$ cat config.mk
export PLATFORM = sky130hd
export DESIGN_NAME = mesi_snoop_ctrl
export DESIGN_NICKNAME = d
export VERILOG_FILES = /design/src/rtl/mesi_pkg.sv /design/src/rtl/mesi_line_store.sv /design/src/rtl/mesi_snoop_unit.sv /design/src/rtl/mesi_req_fsm.sv /design/src/rtl/mesi_snoop_ctrl.sv
export SDC_FILE = /design/constraint.sdc
export NUM_CORES = 1
export LEC_CHECK = 0
export BUFFER_PORTS_ARGS = -buffer_cell sky130_fd_sc_hd__buf_2
export CORE_MARGIN = 5
export CORE_UTILIZATION = 60
export DETAILED_ROUTE_END_ITERATION = 12
export PLACE_DENSITY = 0.8
export SLEW_MARGIN = 20
export SYNTH_ARGS = -nofsm -noshare
export SYNTH_HDL_FRONTEND = slang
export SYNTH_SLANG_ARGS = --single-unit
$ cat constraint.sdc
create_clock -name clk_i -period 3.9 [get_ports clk_i]
set_clock_uncertainty 0.05 [all_clocks]
set_input_delay 0.195 -clock clk_i [delete_from_list [all_inputs] [get_ports clk_i]]
set_output_delay 0.195 -clock clk_i [all_outputs]
set_load 0.02 [all_outputs]
$ cat src/rtl/mesi_pkg.sv
package mesi_pkg;
  typedef enum logic [1:0] {
    ST_I = 2'd0,
    ST_S = 2'd1,
    ST_E = 2'd2,
    ST_M = 2'd3
  } mesi_state_e;

  typedef enum logic [1:0] {
    CMD_RD  = 2'd0,
    CMD_WB  = 2'd1,
    CMD_RDX = 2'd2,
    CMD_INV = 2'd3
  } bus_cmd_e;

  typedef enum logic [2:0] {
    F_IDLE = 3'd0,
    F_LOOK = 3'd1,
    F_WB   = 3'd2,
    F_UPG  = 3'd3,
    F_FILL = 3'd4
  } fsm_e;
endpackage

$ cat src/rtl/mesi_line_store.sv
module mesi_line_store
  import mesi_pkg::*;
#(
  parameter int LINES  = 8,
  parameter int TAG_W  = 13,
  parameter int DATA_W = 32,
  parameter int IDX_W  = $clog2(LINES)
) (
  input  logic              clk_i,
  input  logic              rst_ni,
  input  logic [IDX_W-1:0]  cpu_idx_i,
  output mesi_state_e       cpu_state_o,
  output logic [TAG_W-1:0]  cpu_tag_o,
  output logic [DATA_W-1:0] cpu_data_o,
  input  logic              cpu_st_we_i,
  input  mesi_state_e       cpu_st_i,
  input  logic              cpu_fill_we_i,
  input  logic [TAG_W-1:0]  cpu_tag_i,
  input  logic              cpu_dat_we_i,
  input  logic [DATA_W-1:0] cpu_dat_i,
  input  logic [IDX_W-1:0]  snp_idx_i,
  output mesi_state_e       snp_state_o,
  output logic [TAG_W-1:0]  snp_tag_o,
  output logic [DATA_W-1:0] snp_data_o,
  input  logic              snp_st_we_i,
  input  mesi_state_e       snp_st_i
);
  mesi_state_e       st_q   [LINES];
  logic [TAG_W-1:0]  tag_q  [LINES];
  logic [TAG_W-1:0]  dtag_q [LINES];  // snoop-side tag copy
  logic [DATA_W-1:0] dat_q  [LINES];

  always_ff @(posedge clk_i or negedge rst_ni) begin
    if (!rst_ni) begin
      for (int i = 0; i < LINES; i++) begin
        st_q[i]   <= ST_I;
        tag_q[i]  <= '0;
        dtag_q[i] <= '0;
        dat_q[i]  <= '0;
      end
    end else begin
      for (int i = 0; i < LINES; i++) begin
        // snoop update wins on a shared index
        if (snp_st_we_i && snp_idx_i == IDX_W'(i))
          st_q[i] <= snp_st_i;
        else if (cpu_st_we_i && cpu_idx_i == IDX_W'(i))
          st_q[i] <= cpu_st_i;
        if (cpu_fill_we_i && cpu_idx_i == IDX_W'(i)) begin
          tag_q[i]  <= cpu_tag_i;
          dtag_q[i] <= cpu_tag_i;
        end
        if (cpu_dat_we_i && cpu_idx_i == IDX_W'(i))
          dat_q[i] <= cpu_dat_i;
      end
    end
  end

  assign cpu_state_o = st_q[cpu_idx_i];
  assign cpu_tag_o   = tag_q[cpu_idx_i];
  assign cpu_data_o  = dat_q[cpu_idx_i];
  assign snp_state_o = st_q[snp_idx_i];
  assign snp_tag_o   = dtag_q[snp_idx_i];
  assign snp_data_o  = dat_q[snp_idx_i];
endmodule

$ cat src/rtl/mesi_snoop_unit.sv
module mesi_snoop_unit
  import mesi_pkg::*;
#(
  parameter int TAG_W  = 13,
  parameter int DATA_W = 32
) (
  input  logic              snp_valid_i,
  input  bus_cmd_e          snp_cmd_i,
  input  logic [TAG_W-1:0]  snp_tag_i,
  input  mesi_state_e       line_state_i,
  input  logic [TAG_W-1:0]  line_tag_i,
  input  logic [DATA_W-1:0] line_data_i,
  output logic              shared_o,
  output logic              dirty_o,
  output logic [DATA_W-1:0] data_o,
  output logic              st_we_o,
  output mesi_state_e       st_o
);
  logic hit;

  // write-backs from others never touch our copy
  assign hit      = snp_valid_i && (snp_cmd_i != CMD_WB) &&
                    (line_state_i != ST_I) && (line_tag_i == snp_tag_i);
  assign shared_o = hit;
  assign dirty_o  = hit && (line_state_i == ST_M);
  assign data_o   = dirty_o ? line_data_i : '0;
  assign st_we_o  = hit;
  assign st_o     = (snp_cmd_i == CMD_RD) ? ST_S : ST_I;
endmodule

$ cat src/rtl/mesi_req_fsm.sv
module mesi_req_fsm
  import mesi_pkg::*;
#(
  parameter int TAG_W  = 13,
  parameter int IDX_W  = 3,
  parameter int DATA_W = 32
) (
  input  logic                    clk_i,
  input  logic                    rst_ni,
  input  logic                    cpu_req_i,
  input  logic                    cpu_we_i,
  input  logic [TAG_W-1:0]        cpu_tag_i,
  input  logic [IDX_W-1:0]        cpu_idx_i,
  input  logic [DATA_W-1:0]       cpu_wdata_i,
  output logic                    cpu_ready_o,
  output logic [DATA_W-1:0]       cpu_rdata_o,
  output logic [IDX_W-1:0]        idx_o,
  input  mesi_state_e             line_state_i,
  input  logic [TAG_W-1:0]        line_tag_i,
  input  logic [DATA_W-1:0]       line_data_i,
  input  logic                    snp_block_i,
  output logic                    st_we_o,
  output mesi_state_e             st_o,
  output logic                    fill_we_o,
  output logic [TAG_W-1:0]        fill_tag_o,
  output logic                    dat_we_o,
  output logic [DATA_W-1:0]       dat_o,
  output logic                    bus_req_o,
  input  logic                    bus_gnt_i,
  output bus_cmd_e                bus_cmd_o,
  output logic [TAG_W+IDX_W-1:0]  bus_addr_o,
  output logic [DATA_W-1:0]       bus_wdata_o,
  input  logic [DATA_W-1:0]       bus_rdata_i,
  input  logic                    bus_shared_i
);
  fsm_e              st_q, st_d;
  logic              we_q;
  logic [TAG_W-1:0]  rtag_q;
  logic [IDX_W-1:0]  idx_q;
  logic [DATA_W-1:0] wdata_q;
  logic              rdy_q, rdy_d;
  logic [DATA_W-1:0] rdata_q, rdata_d;
  logic              hit, fill_go;

  assign hit        = (line_state_i != ST_I) && (line_tag_i == rtag_q);
  assign idx_o      = idx_q;
  assign fill_tag_o = rtag_q;

  always_comb begin
    st_d        = st_q;
    rdy_d       = 1'b0;
    rdata_d     = rdata_q;
    st_we_o     = 1'b0;
    st_o        = ST_I;
    fill_we_o   = 1'b0;
    dat_we_o    = 1'b0;
    dat_o       = wdata_q;
    bus_req_o   = 1'b0;
    bus_cmd_o   = CMD_RD;
    bus_addr_o  = {rtag_q, idx_q};
    bus_wdata_o = '0;
    fill_go     = 1'b0;
    unique case (st_q)
      F_IDLE: if (cpu_req_i) st_d = F_LOOK;
      F_LOOK: begin
        // a snoop on this index this cycle takes precedence
        if (!snp_block_i) begin
          if (hit) begin
            if (!we_q) begin
              rdy_d   = 1'b1;
              rdata_d = line_data_i;
              st_d    = F_IDLE;
            end else if (line_state_i == ST_S) begin
              st_d = F_UPG;
            end else begin
              st_we_o  = 1'b1;
              st_o     = ST_M;
              dat_we_o = 1'b1;
              rdy_d    = 1'b1;
              st_d     = F_IDLE;
            end
          end else if (line_state_i == ST_M) begin
            st_d = F_WB;
          end else begin
            st_d = F_FILL;
          end
        end
      end
      F_WB: begin
        if (line_state_i == ST_M) begin
          bus_req_o   = 1'b1;
          bus_cmd_o   = CMD_WB;
          bus_addr_o  = {line_tag_i, idx_q};
          bus_wdata_o = line_data_i;
          if (bus_gnt_i) st_d = F_FILL;
        end else begin
          fill_go = 1'b1;  // victim lost by a snoop: skip write-back
        end
      end
      F_UPG: begin
        if (hit && line_state_i == ST_S) begin
          bus_req_o = 1'b1;
          bus_cmd_o = CMD_INV;
          if (bus_gnt_i) begin
            st_we_o  = 1'b1;
            st_o     = ST_M;
            dat_we_o = 1'b1;
            rdy_d    = 1'b1;
            st_d     = F_IDLE;
          end
        end else begin
          fill_go = 1'b1;  // copy invalidated: fetch with ownership
        end
      end
      F_FILL: fill_go = 1'b1;
      default: st_d = F_IDLE;
    endcase

    if (fill_go) begin
      bus_req_o  = 1'b1;
      bus_cmd_o  = we_q ? CMD_RDX : CMD_RD;
      bus_addr_o = {rtag_q, idx_q};
      if (bus_gnt_i) begin
        st_we_o   = 1'b1;
        st_o      = we_q ? ST_M : (bus_shared_i ? ST_S : ST_E);
        fill_we_o = 1'b1;
        dat_we_o  = 1'b1;
        dat_o     = we_q ? wdata_q : bus_rdata_i;
        rdy_d     = 1'b1;
        rdata_d   = bus_rdata_i;
        st_d      = F_IDLE;
      end
    end
  end

  always_ff @(posedge clk_i or negedge rst_ni) begin
    if (!rst_ni) begin
      st_q    <= F_IDLE;
      we_q    <= 1'b0;
      rtag_q  <= '0;
      idx_q   <= '0;
      wdata_q <= '0;
      rdy_q   <= 1'b0;
      rdata_q <= '0;
    end else begin
      st_q    <= st_d;
      rdy_q   <= rdy_d;
      rdata_q <= rdata_d;
      if (st_q == F_IDLE && cpu_req_i) begin
        we_q    <= cpu_we_i;
        rtag_q  <= cpu_tag_i;
        idx_q   <= cpu_idx_i;
        wdata_q <= cpu_wdata_i;
      end
    end
  end

  assign cpu_ready_o = rdy_q;
  assign cpu_rdata_o = rdata_q;
endmodule

$ cat src/rtl/mesi_snoop_ctrl.sv
module mesi_snoop_ctrl
  import mesi_pkg::*;
#(
  parameter int ADDR_W = 16,
  parameter int DATA_W = 32,
  parameter int LINES  = 8
) (
  input  logic              clk_i,
  input  logic              rst_ni,
  input  logic              cpu_req_i,
  input  logic              cpu_we_i,
  input  logic [ADDR_W-1:0] cpu_addr_i,
  input  logic [DATA_W-1:0] cpu_wdata_i,
  output logic              cpu_ready_o,
  output logic [DATA_W-1:0] cpu_rdata_o,
  output logic              bus_req_o,
  input  logic              bus_gnt_i,
  output logic [1:0]        bus_cmd_o,
  output logic [ADDR_W-1:0] bus_addr_o,
  output logic [DATA_W-1:0] bus_wdata_o,
  input  logic [DATA_W-1:0] bus_rdata_i,
  input  logic              bus_shared_i,
  input  logic              snp_valid_i,
  input  logic [1:0]        snp_cmd_i,
  input  logic [ADDR_W-1:0] snp_addr_i,
  output logic              snp_shared_o,
  output logic              snp_dirty_o,
  output logic [DATA_W-1:0] snp_data_o
);
  localparam int IDX_W = $clog2(LINES);
  localparam int TAG_W = ADDR_W - IDX_W;

  logic [IDX_W-1:0]  req_idx;
  mesi_state_e       cpu_state, snp_state, cpu_st, snp_st;
  logic [TAG_W-1:0]  cpu_tag, snp_tag, fill_tag;
  logic [DATA_W-1:0] cpu_data, snp_line_data, dat_w;
  logic              st_we, fill_we, dat_we, snp_st_we, snp_block;
  bus_cmd_e          cmd;

  assign snp_block = snp_valid_i && (snp_addr_i[IDX_W-1:0] == req_idx);
  assign bus_cmd_o = cmd;

  mesi_line_store #(
    .LINES(LINES), .TAG_W(TAG_W), .DATA_W(DATA_W), .IDX_W(IDX_W)
  ) u_store (
    .clk_i        (clk_i),
    .rst_ni       (rst_ni),
    .cpu_idx_i    (req_idx),
    .cpu_state_o  (cpu_state),
    .cpu_tag_o    (cpu_tag),
    .cpu_data_o   (cpu_data),
    .cpu_st_we_i  (st_we),
    .cpu_st_i     (cpu_st),
    .cpu_fill_we_i(fill_we),
    .cpu_tag_i    (fill_tag),
    .cpu_dat_we_i (dat_we),
    .cpu_dat_i    (dat_w),
    .snp_idx_i    (snp_addr_i[IDX_W-1:0]),
    .snp_state_o  (snp_state),
    .snp_tag_o    (snp_tag),
    .snp_data_o   (snp_line_data),
    .snp_st_we_i  (snp_st_we),
    .snp_st_i     (snp_st)
  );

  mesi_snoop_unit #(.TAG_W(TAG_W), .DATA_W(DATA_W)) u_snoop (
    .snp_valid_i (snp_valid_i),
    .snp_cmd_i   (bus_cmd_e'(snp_cmd_i)),
    .snp_tag_i   (snp_addr_i[ADDR_W-1:IDX_W]),
    .line_state_i(snp_state),
    .line_tag_i  (snp_tag),
    .line_data_i (snp_line_data),
    .shared_o    (snp_shared_o),
    .dirty_o     (snp_dirty_o),
    .data_o      (snp_data_o),
    .st_we_o     (snp_st_we),
    .st_o        (snp_st)
  );

  mesi_req_fsm #(.TAG_W(TAG_W), .IDX_W(IDX_W), .DATA_W(DATA_W)) u_fsm (
    .clk_i       (clk_i),
    .rst_ni      (rst_ni),
    .cpu_req_i   (cpu_req_i),
    .cpu_we_i    (cpu_we_i),
    .cpu_tag_i   (cpu_addr_i[ADDR_W-1:IDX_W]),
    .cpu_idx_i   (cpu_addr_i[IDX_W-1:0]),
    .cpu_wdata_i (cpu_wdata_i),
    .cpu_ready_o (cpu_ready_o),
    .cpu_rdata_o (cpu_rdata_o),
    .idx_o       (req_idx),
    .line_state_i(cpu_state),
    .line_tag_i  (cpu_tag),
    .line_data_i (cpu_data),
    .snp_block_i (snp_block),
    .st_we_o     (st_we),
    .st_o        (cpu_st),
    .fill_we_o   (fill_we),
    .fill_tag_o  (fill_tag),
    .dat_we_o    (dat_we),
    .dat_o       (dat_w),
    .bus_req_o   (bus_req_o),
    .bus_gnt_i   (bus_gnt_i),
    .bus_cmd_o   (cmd),
    .bus_addr_o  (bus_addr_o),
    .bus_wdata_o (bus_wdata_o),
    .bus_rdata_i (bus_rdata_i),
    .bus_shared_i(bus_shared_i)
  );
endmodule

; Word-level counts from Yosys, hierarchy flattened
; Index checks and enable logic that the tools add are counted.
[classes]
n_lt_le_gt_ge = 2
eq_ne = 25
mux = 102
bitwise = 2
n_reduce_logical = 46
[ops]
columns = operator, n
row1 = two-way mux 32 bit, 16
row2 = binary-select mux 32 bit (select 3 bit), 2
row3 = binary-select mux 13 bit (select 3 bit), 2
row4 = two-way mux 2 bit, 34
row5 = two-way mux 13 bit, 4
row6 = two-way mux 16 bit, 3
row7 = two-way mux 3 bit, 11
row8 = logical AND 1 bit, 32
row9 = "== test 3 bit, second input constant", 9
row10 = == test 13 bit, 2
row11 = two-way mux 1 bit, 21
row12 = nonzero test 2 bit, 10
row13 = "== test 3 x 2 -> 1 bit, second input constant", 6
row14 = case mux 3 bit (5 select lines), 1
row15 = binary-select mux 2 bit (select 3 bit), 2
row16 = "== test 3 x 1 -> 1 bit, second input constant", 3
row17 = zero test 3 bit, 3
row18 = ">= comparator 4 bit, second input constant", 2
row19 = inverter 3 -> 4 bit, 2
row20 = case mux 2 bit (2 select lines), 2
row21 = case mux 1 bit (2 select lines), 3
row22 = "== test 2 bit, second input constant", 2
row23 = == test 3 bit, 1
row24 = case mux 1 bit (3 select lines), 1
row25 = other kinds (3), 3
[word_totals]
regBits = 461
input_bits = 105
out_inout_bits = 118
wordCells = 208

; Depth between registers and ports, before layout
; Gate-level depths: netlist (run 1).
[logic_depth]
ltp_word = 15
depth_mapped = 16
mapped_depth_nobuf = 10

; By module
; From an unflattened synthesis (run 1), not the netlist that was laid out.
[hier_totals]
cells_unflattened = 1690
area_unflattened_um2 = 25573.3
[by_module_without_submodules]
columns = module, instances, cells_per_inst, area_per_inst_um2, seq_area_each_um2
row1 = mesi_line_store, 1, 1202, 19967.9, 9409.0
row2 = mesi_req_fsm, 1, 378, 4732.0, 2127.0
row3 = mesi_snoop_unit, 1, 106, 838.3, 0.0
row4 = mesi_snoop_ctrl, 1, 4, 35.0, 0.0

; Least setup slack after synthesis (run 1)
; Ideal clock, no wire load.
[synth_path]
kind = reg-to-reg
startpoint = reg u_fsm.idx_q[0], in the netlist u_fsm.idx_o[0]
endpoint = reg u_store.dat_q[185] in the netlist's numbering
setup_ns = 0.134
t_arrival_ns = 3.277
required_ns = 3.716
path_slack_ns = 0.438
path_stages_with_launch = 14
path_buffers = 3
synth_period_minus_slack_ns = 3.462
path_cell_list = dfrtp_1 -> buf_6 -> mux4_2 -> a2111o_1 -> a211oi_2 -> nand2_1 -> nand4b_1 -> nor4_2 -> o31ai_2 -> nand2b_1 -> buf_6 -> buf_8 -> mux2i_2 -> o21ai_1
[synth_via]
elab_chain_len = 13
word_cells_on_any_way = 29
classes_between = 5 x eq/ne / 18 x mux / 1 x bitwise / 5 x reduce/logical
[synth_lines]
columns = item, line
row1 = "start, declared", mesi_req_fsm.sv:39  ; logic [IDX_W-1:0] idx_q;
row2 = "start signal, assigned", mesi_req_fsm.sv:152  ; idx_q <= cpu_idx_i;
row3 = inverter 3 -> 4 bit (not written as such), "mesi_line_store.sv:58, mesi_line_store.sv:59"
row4 = binary-select mux 2 bit (select 3 bit), mesi_line_store.sv:58  ; assign cpu_state_o = st_q[cpu_idx_i];
row5 = two-way mux 2 bit (not written as such) (2 in a row), mesi_line_store.sv:58
row6 = == test 2 x 1 -> 1 bit, "mesi_req_fsm.sv:73, mesi_req_fsm.sv:101"
row7 = two-way mux 1 bit, mesi_req_fsm.sv:73  ; end else if (line_state_i == ST_S) begin
row8 = two-way mux 1 bit, mesi_req_fsm.sv:69  ; if (!we_q) begin
row9 = two-way mux 1 bit, mesi_req_fsm.sv:68  ; if (hit) begin
row10 = two-way mux 1 bit, mesi_req_fsm.sv:67  ; if (!snp_block_i) begin
row11 = case mux 1 bit (2 select lines), mesi_req_fsm.sv:63  ; unique case (st_q)
row12 = two-way mux 1 bit, mesi_req_fsm.sv:123  ; if (bus_gnt_i) begin
row13 = two-way mux 1 bit, mesi_req_fsm.sv:119  ; if (fill_go) begin
row14 = logical AND 1 bit, mesi_line_store.sv:52  ; if (cpu_dat_we_i && cpu_idx_i == IDX_W'(i))
row15 = "end signal, assigned by index", mesi_line_store.sv:53  ; dat_q[i] <= cpu_dat_i;
row16 = "end, declared", mesi_line_store.sv:31  ; logic [DATA_W-1:0] dat_q [LINES];
; Several ways; a longest one is shown, not always the timed one. The select of a mux whose other input is x is not followed.
; A chain may end at the register's enable or synchronous reset.

==> results.py, run 1 <==
metrics = {
    "critical_path": {
        "path_max_fanout": 33,
        "crit_path_top_delay_cell": "mux4_2",
        "worst-path-buf-inv": 2,
        "crit_type": "reg -> out",
        "worstSetupStartpointType": "flip-flop",
        "arrival_ns": 3.60,
        "r2r-start": "u_fsm.idx_o[0]$_DFFE_PN0P_",
        "critPathLaunch": "u_store.tag_q[16]$_DFFE_PN0P_",
        "max_stage_delay_ns": 0.52,
        "worstPathCellList": "mux4_2 > mux2i_4 > xor2_2 > nand4_1 > a2111oi_2 > nand3_1 > or3_1 > buf_12 > nor2_1 > buf_2",
        "crit_required_ns": 3.65,
        "worstSetupEndpointType": "output pin",
        "path_delay_family": "simple AND/OR/NAND/NOR gates",
    },
    "sta": {
        "period_minus_slack_ns": 3.848,
        "drv_slew": 0,
        "setup_viol": 0,
        "final_hold_viol_count": 0,
        "fin_crit_sh_pct": 98.67,
        "max_freq_ghz": 0.2599,
        "relSlewSlack_pct": 34.06,
        "rsz0062_at_grt": "true",
        "tightest_slew_ns": 0.9891,
    },
    "finish": {
        "fin_cells": 3013,
        "syn_to_final_growth_pct": 20.59,
        "layout.nets": 2545,
        "multi_input_area_um2": 12310,
        "fillCellCount": 2621,
        "final_layout_size_suffix_gt1_share_pct": 31.13,
        "register_area_um2": 11550,
    },
    "global_routing": {
        "grt_pass1_vias": 20090,
        "gr-total-overflow": 0,
        "grt_max_degree": 99,
        "antenna_found_initial": 1,
        "grt_first_pass_wirelength_um": 112200,
        "grt_use_total_pct": 31.77,
    },
    "floorplan": {
        "fp.dieW_um": 212.6,
        "die-area_um2": 45210,
        "initial_core_util_pct": 60.47,
        "die_y_um": 212.6,
        "num_rows": 74,
        "pin_count": 223,
        "core_um2": 40740,
    },
    "route": {
        "antenna_left": 0,
        "routed_wirelength_um": 71600,
        "wl_per_cell_um": 23.76,
        "first_pass_iters": 8,
        "drtIter0Drc": 1924,
        "drc": 0,
        "via_per_inst": 6.376,
        "num_vias": 19210,
    },
    "place": {
        "dp.cells": 2830,
        "gp_congestion": 0.9446,
        "dp_hpwl_um": 45410,
        "io_buffers": 222,
    },
    "synth": {
        "synth_nets": 2232,
        "ys_ff_latch": 461,
        "synth_warnings": 0,
        "synth.yosys.seq_area_share_pct": 46.83,
        "syn_inst": 2127,
        "synth_enable_flop_cells": 0,
        "synthFlopType": "dfrtp_1",
        "ys_types": 70,
        "async_reset_ff_share_pct": 100.0,
        "syn_area_per_cell_um2": 11.58,
        "syn_area_um2": 24640,
    },
    "cts": {
        "clock_latency_ns": 0.58,
        "cts_max_level": 2,
        "clk_pin_slew_worst_paths_ns": 0.06,
        "clkSinkCount": 461,
        "cts-root-buf": "clkbuf_16",
        "cts_made_buffers": 50,
        "cts_tree": "done",
        "ctsLongestPathBuffers": 3,
    },
    "outcome": {
        "status": "complete, no violations",
    },
    "flow_run": {
        "cap_violations": 0,
    },
    "min_path": {
        "hold_class": "in -> reg",
        "hold_path.startpoint": "snp_cmd_i[1]",
    },
    "pwr": {
        "finalPower_mw": 23.72,
        "ir_drop_v": 0.0004828,
        "leakage_nw": 13.43,
        "p_per_area_nw_per_um2": 798.4,
    },
}
==> cell usage in the layout, fill, tap and decap left out, types with 13 or more instances in the layout <==
cell type,count
dfrtp_1,458
nand2_1,423
o21ai_1,270
buf_2,218
mux4_2,162
mux2i_1,122
buf_4,88
dlygate4sd3_1,84
mux2_2,82
mux2_1,73
nor2_1,62
clkbuf_16,51
a21oi_1,40
buf_12,39
o21ai_0,33
mux2i_2,30
mux2_4,20
xnor2_1,17
clkbuf_1,15
clkbuf_8,13
==> Yosys cell counts, drive strengths merged, types with 6 or more instances <==
| cell type | n | area [um2] |
|---|---|---|
| xor2 | 9 | 78.83 |
| nand2 | 424 | 1592 |
| nand4 | 7 | 43.79 |
| mux4 | 162 | 3649 |
| dfrtp | 461 | 11540 |
| nand2b | 8 | 50.05 |
| nand3 | 9 | 45.04 |
| mux2 | 175 | 2046 |
| o21ai | 306 | 1543 |
| o2bb2ai | 8 | 70.07 |
| nor2 | 67 | 251.5 |
| nor2b | 10 | 82.59 |
| or2 | 6 | 37.54 |
| a21oi | 41 | 205.2 |
| mux2i | 154 | 1654 |
| nor4 | 6 | 50.04 |
| clkbuf | 66 | 247.7 |
| xnor2 | 17 | 148.9 |
| inv | 12 | 45.04 |
| o22ai | 8 | 50.05 |
| buf | 109 | 658.1 |
==> what timing repair did <==
item	4_1_cts	5_1_grt
pin swaps	3	3
endpoints found under the setup margin	67	241
hold buffers	84	0
endpoints found under the hold margin	178	0
buffers inserted	4	2
gates resized for setup	14	12
==> cells by family after synthesis <==
family | Yosys count | synth area share [%]
flops | 461 | 46.83
buf+inv | 187 | 3.860
xor+xnor | 26 | 0.9243
simple gates | 557 | 9.299
compound gates | 405 | 9.264
mux | 491 | 29.83
==> sequential cells by signal (all words and copies together) (netlist names) <==
signal             flops
u_store.tag_q        104
u_fsm.we_q             1
u_store.dat_q        256
u_fsm.idx_o            3
u_fsm.cpu_rdata_o     32
u_fsm.cpu_ready_o      1
u_fsm.st_q             3
u_fsm.wdata_q         32
u_store.st_q          16
u_fsm.fill_tag_o      13
==> worst register-to-register path, delay by kind of cell, from the launching register on <==
| kind | cells | cell delay (ns) |
|---|---|---|
| XOR/XNOR | 1 | 0.41 |
| AO/OA/AOI/OAI | 5 | 0.69 |
| AND/OR/NAND/NOR | 4 | 1.08 |
| buffers and inverters | 4 | 0.86 |
| flip-flops | 1 | 0.58 |
==> stage by stage <==
| step | util (%) | hold WS [ns] | setup slack [ns] | TNS (ns) | area (um2) |
|---|---|---|---|---|---|
| finish | 72.93 | 0.05211 | 0.05182 | 0 | 29710 |
| global route | 72.92 | 0.05561 | -0.008287 | -0.01853 | 29710 |
| CTS | 72.73 | 0.01099 | 0.0001625 | 0 | 29630 |
| detailed placement | 66.34 | 0.2515 | 0.05974 | 0 | 27020 |
| global placement | 66.34 | 0.2351 | 0.1121 | 0 | 27020 |
| floorplan | - | -0.1506 | 0.4381 | 0 | 24640 |
==> power by group <==
part	total, mW	internal (mW)	switching (mW)
sequential	8.64	6.82	1.82
combinational	10.2	4.86	5.35
clock	4.87	2.91	1.95
total	23.7	14.6	9.13
==> worst paths after layout <==
kind                            depth (start not counted)                              to  slack (ns)
worst min-delay path                                    3     u_store.st_q[2]$_DFFE_PN0P_        0.05
worst min register to register                          2   u_store.dat_q[97]$_DFFE_PN0P_        0.45
worst max register to register                         14  u_store.dat_q[174]$_DFFE_PN0P_        0.13
worst max-delay path                                   10                   snp_data_o[3]        0.05
max in group asynchronous                               4   u_store.tag_q[87]$_DFFE_PN0P_        2.42
min in group asynchronous                               2  u_fsm.cpu_rdata_o[8]$_DFF_PN0_        0.19
==> routing by layer <==
layer / global-route usage, % / share of wire, %
met1: 42.32 / 38
met2: 52.02 / 49
met4: 12.98 / 4.0
met3: 6.227 / 8.8
met5: 0 / 0.018
==> layout make-up <==
class	instances	share of cell area, %
Antenna cell	1	0.008423
Clock buffer	79	5.087
Clock inverter	13	0.5685
Inverter	12	0.1516
Multi-Input combinational cell	1479	41.43
Sequential cell	461	38.87
Tap cell	532	2.240
Timing Repair Buffer	436	11.64
No activity file was read; power rests on OpenSTA's default activity.
==> run 2: changes to the inputs <==
--- a/config.mk
+++ b/config.mk
@@ -6,11 +6,12 @@
 export NUM_CORES = 1
 export LEC_CHECK = 0
 export BUFFER_PORTS_ARGS = -buffer_cell sky130_fd_sc_hd__buf_2
+export CAP_MARGIN = 20
 export CORE_MARGIN = 5
-export CORE_UTILIZATION = 60
+export CORE_UTILIZATION = 65
 export DETAILED_ROUTE_END_ITERATION = 12
-export PLACE_DENSITY = 0.8
-export SLEW_MARGIN = 20
+export PLACE_DENSITY = 0.86
+export SLEW_MARGIN = 5
 export SYNTH_ARGS = -nofsm -noshare
 export SYNTH_HDL_FRONTEND = slang
 export SYNTH_SLANG_ARGS = --single-unit
==> constraint.sdc (replaced) <==
create_clock -name clk_i -period 4.8 [get_ports clk_i]
set_clock_uncertainty 0.05 [all_clocks]
set_input_delay 0.24 -clock clk_i [delete_from_list [all_inputs] [get_ports clk_i]]
set_output_delay 0.24 -clock clk_i [all_outputs]
set_load 0.02 [all_outputs]
==> results.py, run 2 (synthesis gave the netlist of run 1 again) <==
metrics = {
    "finish": {
        "mostFrequentLayoutCell": "dfrtp_1",
        "final_cell_mix": "dfrtp_1, nand2_1, o21ai_1, buf_2, mux4_2",
        "syn_to_final_growth_pct": 17.28,
        "largest_register": "u_store.dat_q",
        "fillCellCount": 2217,
        "final_layout_size_suffix_gt1_share_pct": 28.94,
        "largest_register_ffs": 256,
        "layout.nets": 2477,
        "final_util_pct": 76.89,
        "final_cell_area_um2": 28890,
        "reg_top3": "u_store.dat_q: 256 flops, u_store.tag_q: 104 flops",
    },
    "cts": {
        "cts_max_level": 2,
        "clock_latency_ns": 0.60,
        "clkSinkCount": 461,
        "cts_tree": "done",
        "ctsLongestPathBuffers": 3,
        "cts-root-buf": "clkbuf_16",
        "clk_pin_slew_worst_paths_ns": 0.06,
        "cts_resized": 0,
        "cts_made_buffers": 48,
    },
    "flow_run": {
        "cap_violations": 0,
    },
    "place": {
        "io_buffers": 222,
        "dp_hpwl_um": 45380,
        "place_ws_ns": 0.6392,
        "placed_area_um2": 26290,
        "gp_congestion": 0.9408,
    },
    "global_routing": {
        "gr-total-overflow": 0,
        "grt_use_total_pct": 35.39,
        "grt_pass1_vias": 20560,
        "antenna_found_initial": 3,
        "grt_max_degree": 129,
        "grt_first_pass_wirelength_um": 115300,
    },
    "outcome": {
        "status": "complete, no violations",
    },
    "critical_path": {
        "reg2reg_depth": 11,
        "path_delay_family": "simple AND/OR/NAND/NOR gates",
        "path_max_fanout": 37,
        "crit_path_top_delay_cell": "dfrtp_4",
        "reg2reg_slack_ns": 0.51,
        "worstPathCellList": "buf_4 > or2_2 > o22ai_1 > or3_1 > nor2_1 > nand2_2 > buf_12 > a21oi_1 > buf_2",
        "critPathLaunch": "u_fsm.idx_o[0]$_DFFE_PN0P_",
        "r2r-start": "u_fsm.idx_o[0]$_DFFE_PN0P_",
        "crit_required_ns": 4.51,
        "arrival_ns": 4.34,
        "worstSetupStartpointType": "flip-flop",
        "crit_type": "reg -> out",
        "timing.rr.end": "u_store.dat_q[151]$_DFFE_PN0P_",
        "worst-path-buf-inv": 3,
        "worstSetupEndpointType": "output pin",
        "max_stage_delay_ns": 0.66,
    },
    "floorplan": {
        "die-area_um2": 41900,
        "core_um2": 37580,
        "pin_count": 223,
        "initial_core_util_pct": 65.56,
        "num_rows": 71,
        "fp.dieW_um": 204.7,
        "die_y_um": 204.7,
    },
    "sta": {
        "final_hold_viol_count": 0,
        "relSlewSlack_pct": 33.10,
        "tightest_slew_ns": 1.003,
        "fin_ws_ns": 0.1685,
        "setup_viol": 0,
        "setup_tns_ns": 0,
        "max_freq_ghz": 0.2159,
        "drv_slew": 0,
        "rsz0062_at_grt": "false",
        "fin_crit_sh_pct": 96.49,
        "period_minus_slack_ns": 4.632,
    },
    "pwr": {
        "p_per_area_nw_per_um2": 662.5,
        "finalPower_mw": 19.14,
        "ir_drop_v": 0.0004628,
        "leakage_nw": 13.04,
    },
    "route": {
        "routed_wirelength_um": 73730,
        "wl_per_cell_um": 25.22,
        "first_pass_iters": 8,
        "num_vias": 19550,
        "drtIter0Drc": 2074,
        "drc": 0,
        "antenna_left": 0,
        "via_per_inst": 6.687,
    },
    "min_path": {
        "min_delay_path_depth": 4,
        "hold_class": "in -> reg",
        "hold_path.startpoint": "bus_shared_i",
        "hold-path-endpoint": "u_store.st_q[14]$_DFFE_PN0P_",
    },
}
-- run 2: changes by cell type in the layout (fill, tap and decap cells not counted), sizes merged --
cell and change:
bufinv +6, inv +3, clkinv +2, clkbuf -13, buf -66
-- run 2: cell type report --
type | instances | area (um2) | area share [%]
flip-flops and latches | 461 | 11540 | 39.96
diodes | 1 | 2.502 | 0.008661
repair buffers | 370 | 2666 | 9.228
clock buffers | 66 | 1380 | 4.776
clock inverters | 24 | 385.4 | 1.334
well taps | 511 | 639.4 | 2.213
multi-input cells | 1479 | 12230 | 42.33
inverters | 12 | 45.04 | 0.1559
-- run 2: worst register-to-register path, stage by stage (launching register included) --
cell	delay, ns
dfrtp_4	0.66
mux4_2	0.63
a2111o_1	0.41
a211oi_2	0.43
nand2_1	0.09
nand4b_1	0.19
nor4_2	0.30
o31ai_4	0.13
nand2b_4	0.32
buf_12	0.24
mux2i_2	0.52
o21ai_1	0.18
-- run 2: power by group --
group          switching (mW)  total (mW)  internal (mW)
sequential               1.69        7.22           5.53
clock                    1.63        4.18           2.56
combinational            4.18        7.74           3.56
total                    7.49        19.1           11.6
-- run 2: routing by layer --
metal	track usage, %	part of all wire, %
met1	45.91	36
met2	56.91	48
met3	8.374	11
met4	17.21	5.0
met5	0	0.027
-- run 2: how the worst max path moves through the flow --
stage	to	slack, ns	depth (start not counted)
global placement	u_store.dat_q[161]$_DFFE_PN0P_	0.75	10
global route	bus_wdata_o[31]	0.03	9
floorplan	u_store.dat_q[185]$_DFFE_PN0P_	1.34	13
finish	bus_wdata_o[31]	0.17	9
detailed placement	u_store.dat_q[13]$_DFFE_PN0P_	0.64	11
CTS	bus_wdata_o[31]	0.29	9
-- run 2: metrics by stage --
step                std cells  hold WS, ns
finish                   2924      0.08632
detailed placement       2749       0.3846
global route             2924       0.1126
floorplan                2127      -0.1056
global placement         2749       0.3791
CTS                      2923      0.07246
-- run 2: what timing repair did --
action,CTS,global route
endpoints found under the hold margin,211,0
hold buffers,84,0
buffers inserted,0,0
==> run 3: changes to the inputs <==
--- a/config.mk
+++ b/config.mk
@@ -14,4 +14,5 @@
 export SLEW_MARGIN = 5
 export SYNTH_ARGS = -nofsm -noshare
 export SYNTH_HDL_FRONTEND = slang
+export SYNTH_HIERARCHICAL = 1
 export SYNTH_SLANG_ARGS = --single-unit
==> results.py, run 3 <==
metrics = {
    "critical_path": {
        "crit_path_top_delay_cell": "or4_1",
        "worstPathCellList": "buf_12 > mux4_2 > mux2_2 > xor2_1 > nor4_1 > nand2_1 > or4_1 > or2_2 > nand2_1 > nand2b_1 > nor3_4 > buf_6 > mux2_2",
        "path_max_fanout": 13,
        "max_stage_delay_ns": 0.66,
        "worstSetupEndpointType": "flip-flop",
        "arrival_ns": 5.01,
        "crit_type": "reg -> reg",
        "worstSetupStartpointType": "flip-flop",
        "crit_required_ns": 5.20,
    },
    "cts": {
        "clkSinkCount": 461,
        "ctsLongestPathBuffers": 3,
        "cts-root-buf": "clkbuf_16",
        "cts_tree": "done",
        "cts_max_level": 2,
        "clock_latency_ns": 0.60,
        "clk_pin_slew_worst_paths_ns": 0.06,
        "cts_made_buffers": 49,
    },
    "synth": {
        "synth_warnings": 6,
        "syn_inst": 1690,
        "synth.top_cells.by_count": "mux2_2, dfrtp_1, mux4_2",
        "synth_nets": 1795,
        "syn_area_per_cell_um2": 15.13,
        "yosysMostFrequentCell": "mux2_2",
        "ys_ff_latch": 461,
        "async_reset_ff_share_pct": 100.0,
        "synthFlopType": "dfrtp_1",
        "synthTopCellsByArea": "dfrtp_1, mux2_2, mux4_2, nor4_2, buf_2",
        "synth_enable_flop_cells": 0,
        "ys_types": 53,
        "synth_top_cell_by_area": "dfrtp_1",
        "yosysTopAreaCellShare_pct": 45.11,
        "syn_area_um2": 25570,
        "synth.yosys.seq_area_share_pct": 45.11,
    },
    "place": {
        "placed_area_um2": 27260,
        "io_buffers": 222,
        "dp.cells": 2354,
        "dp_hpwl_um": 41520,
        "gp_congestion": 0.8853,
    },
    "pwr": {
        "finalPower_mw": 18.85,
        "p_sw_share_pct": 35.30,
        "leakage_nw": 13.00,
        "power.share.sequential_pct": 38.2,
        "p_per_area_nw_per_um2": 635.5,
        "intPower_mw": 12.20,
        "power_frac_comb_pct": 42.5,
        "ir_drop_v": 0.0003818,
        "p_switching_mw": 6.653,
        "p_clk_share_pct": 19.3,
    },
    "sta": {
        "max_freq_ghz": 0.2173,
        "final_hold_viol_count": 0,
        "drv_slew": 0,
        "setup_viol": 0,
        "relSlewSlack_pct": 32.92,
        "period_minus_slack_ns": 4.603,
        "fin_crit_sh_pct": 95.89,
        "rsz0062_at_grt": "false",
        "tightest_slew_ns": 0.9957,
    },
    "finish": {
        "largest_register": "u_store/dat_q",
        "diodes": 0,
        "fillCellCount": 2249,
        "syn_to_final_growth_pct": 15.99,
        "final_layout_size_suffix_gt1_share_pct": 59.41,
        "final_cell_area_um2": 29660,
        "fin_cells": 2526,
        "largest_register_ffs": 256,
        "layout.nets": 2077,
        "reg_top3": "u_store/dat_q: 256 flops, u_store/dtag_q: 104 flops",
        "mostFrequentLayoutCell": "mux2_2",
        "final_cell_mix": "mux2_2, dfrtp_1, buf_2, mux4_2, dlygate4sd3_1",
    },
    "route": {
        "routed_wirelength_um": 67730,
        "wl_per_cell_um": 26.81,
        "drc": 0,
        "first_pass_iters": 6,
        "num_vias": 16840,
        "via_per_inst": 6.665,
        "antenna_left": 0,
        "drtIter0Drc": 1243,
    },
    "floorplan": {
        "fp.dieW_um": 208.4,
        "die_y_um": 208.4,
        "pin_count": 223,
        "core_um2": 38830,
        "initial_core_util_pct": 65.86,
        "num_rows": 72,
        "die-area_um2": 43410,
    },
    "global_routing": {
        "gr-total-overflow": 0,
        "grt_max_degree": 131,
        "grt_first_pass_wirelength_um": 107200,
        "grt_use_total_pct": 31.35,
        "antenna_found_initial": 1,
        "grt_pass1_vias": 18390,
    },
    "flow_run": {
        "cap_violations": 0,
    },
    "outcome": {
        "status": "complete, no violations",
    },
    "min_path": {
        "hold_class": "in -> reg",
    },
}
-- run 3: cell count changes after synthesis, moves of 29 or more --
cell      change
o21ai_1     -269
mux2i_2      -30
clkbuf_1     -37
nor4_2       +29
mux2_2      +499
mux2_1       -43
nor2_1       -51
nand2_1     -369
buf_2        +32
and2_1       +33
mux2i_1     -108
-- run 3: per-layer routing --
| layer | wire (um) | GRT usage (%) |
|---|---|---|
| met1 | 26640 | 43.07 |
| met2 | 33630 | 51.19 |
| met3 | 5549 | 6.296 |
| met4 | 1909 | 10.12 |
| met5 | 0 | 0 |
-- run 3: layout make-up --
type                    instances  area (um2)  area share [%]
repair buffers                369        2619           8.829
clock buffers                  73        1426           4.809
flip-flops and latches        461       11550           38.93
clock inverters                14       106.4          0.3585
well taps                     518       648.1           2.185
multi-input cells            1085       13290           44.81
inverters                       6       22.52         0.07593
-- run 3: worst max-delay path: cells and delay by family (launching register included) --
| family | cells | cell delay (ns) |
|---|---|---|
| xor+xnor | 1 | 0.17 |
| buf+inv | 2 | 0.40 |
| flops | 1 | 0.44 |
| mux | 3 | 1.19 |
| simple gates | 7 | 2.20 |
-- run 3: path summary, 6_finish.rpt --
path,startpoint,to,slack (ns),cells after the start
worst min-delay path,snp_cmd_i[1],u_store/st_q[12]$_DFFE_PN0P_,0.1,4
worst min register to register,u_fsm/wdata_q[5]$_DFFE_PN0P_,u_fsm/wdata_q[5]$_DFFE_PN0P_,0.45,1
worst max register to register,u_fsm/idx_o[0]$_DFFE_PN0P_,u_store/dat_q[232]$_DFFE_PN0P_,0.20,13
min in group asynchronous,rst_ni,u_fsm/fill_tag_o[0]$_DFFE_PN0P_,0.26,2
worst max-delay path,u_fsm/idx_o[0]$_DFFE_PN0P_,u_store/dat_q[232]$_DFFE_PN0P_,0.20,13
max in group asynchronous,rst_ni,u_store/dat_q[45]$_DFFE_PN0P_,3.14,3
-- run 3: power by group through the flow --
stage	clock [mW]	combinational (mW)	sequential [mW]
floorplan	0	6.04	6.77
global placement	0	7.50	7.02
detailed placement	0	7.75	7.21
CTS	3.68	7.92	7.15
global route	3.84	8.52	7.41
finish	3.63	8.02	7.20
-- run 3: cells by family after synthesis --
family          synth area share, %
compound gates                1.164
xor+xnor                     0.8562
buf+inv                       3.258
flops                         45.11
mux                           44.09
other cells                 0.01466
simple gates                  5.509
-- run 3: timing repair --
item / in CTS / in global routing
hold endpoints to repair: 191 / 0
resized for setup: 2 / 1
setup buffers: 1 / 1
setup endpoints to repair: 27 / 145
hold buffers: 83 / 0
-- run 3: per-stage QoR --
stage / setup TNS, ns / util (%) / hold slack (ns) / setup WS (ns)
floorplan: 0 / - / -0.1056 / 0.2796
global placement: 0 / 70.20 / 0.3230 / 0.05659
detailed placement: -1.622 / 70.20 / 0.3331 / -0.1666
CTS: 0 / 76.33 / 0.05016 / 0.01928
global route: 0 / 76.40 / 0.09220 / 0.03259
finish: 0 / 76.40 / 0.09550 / 0.1975
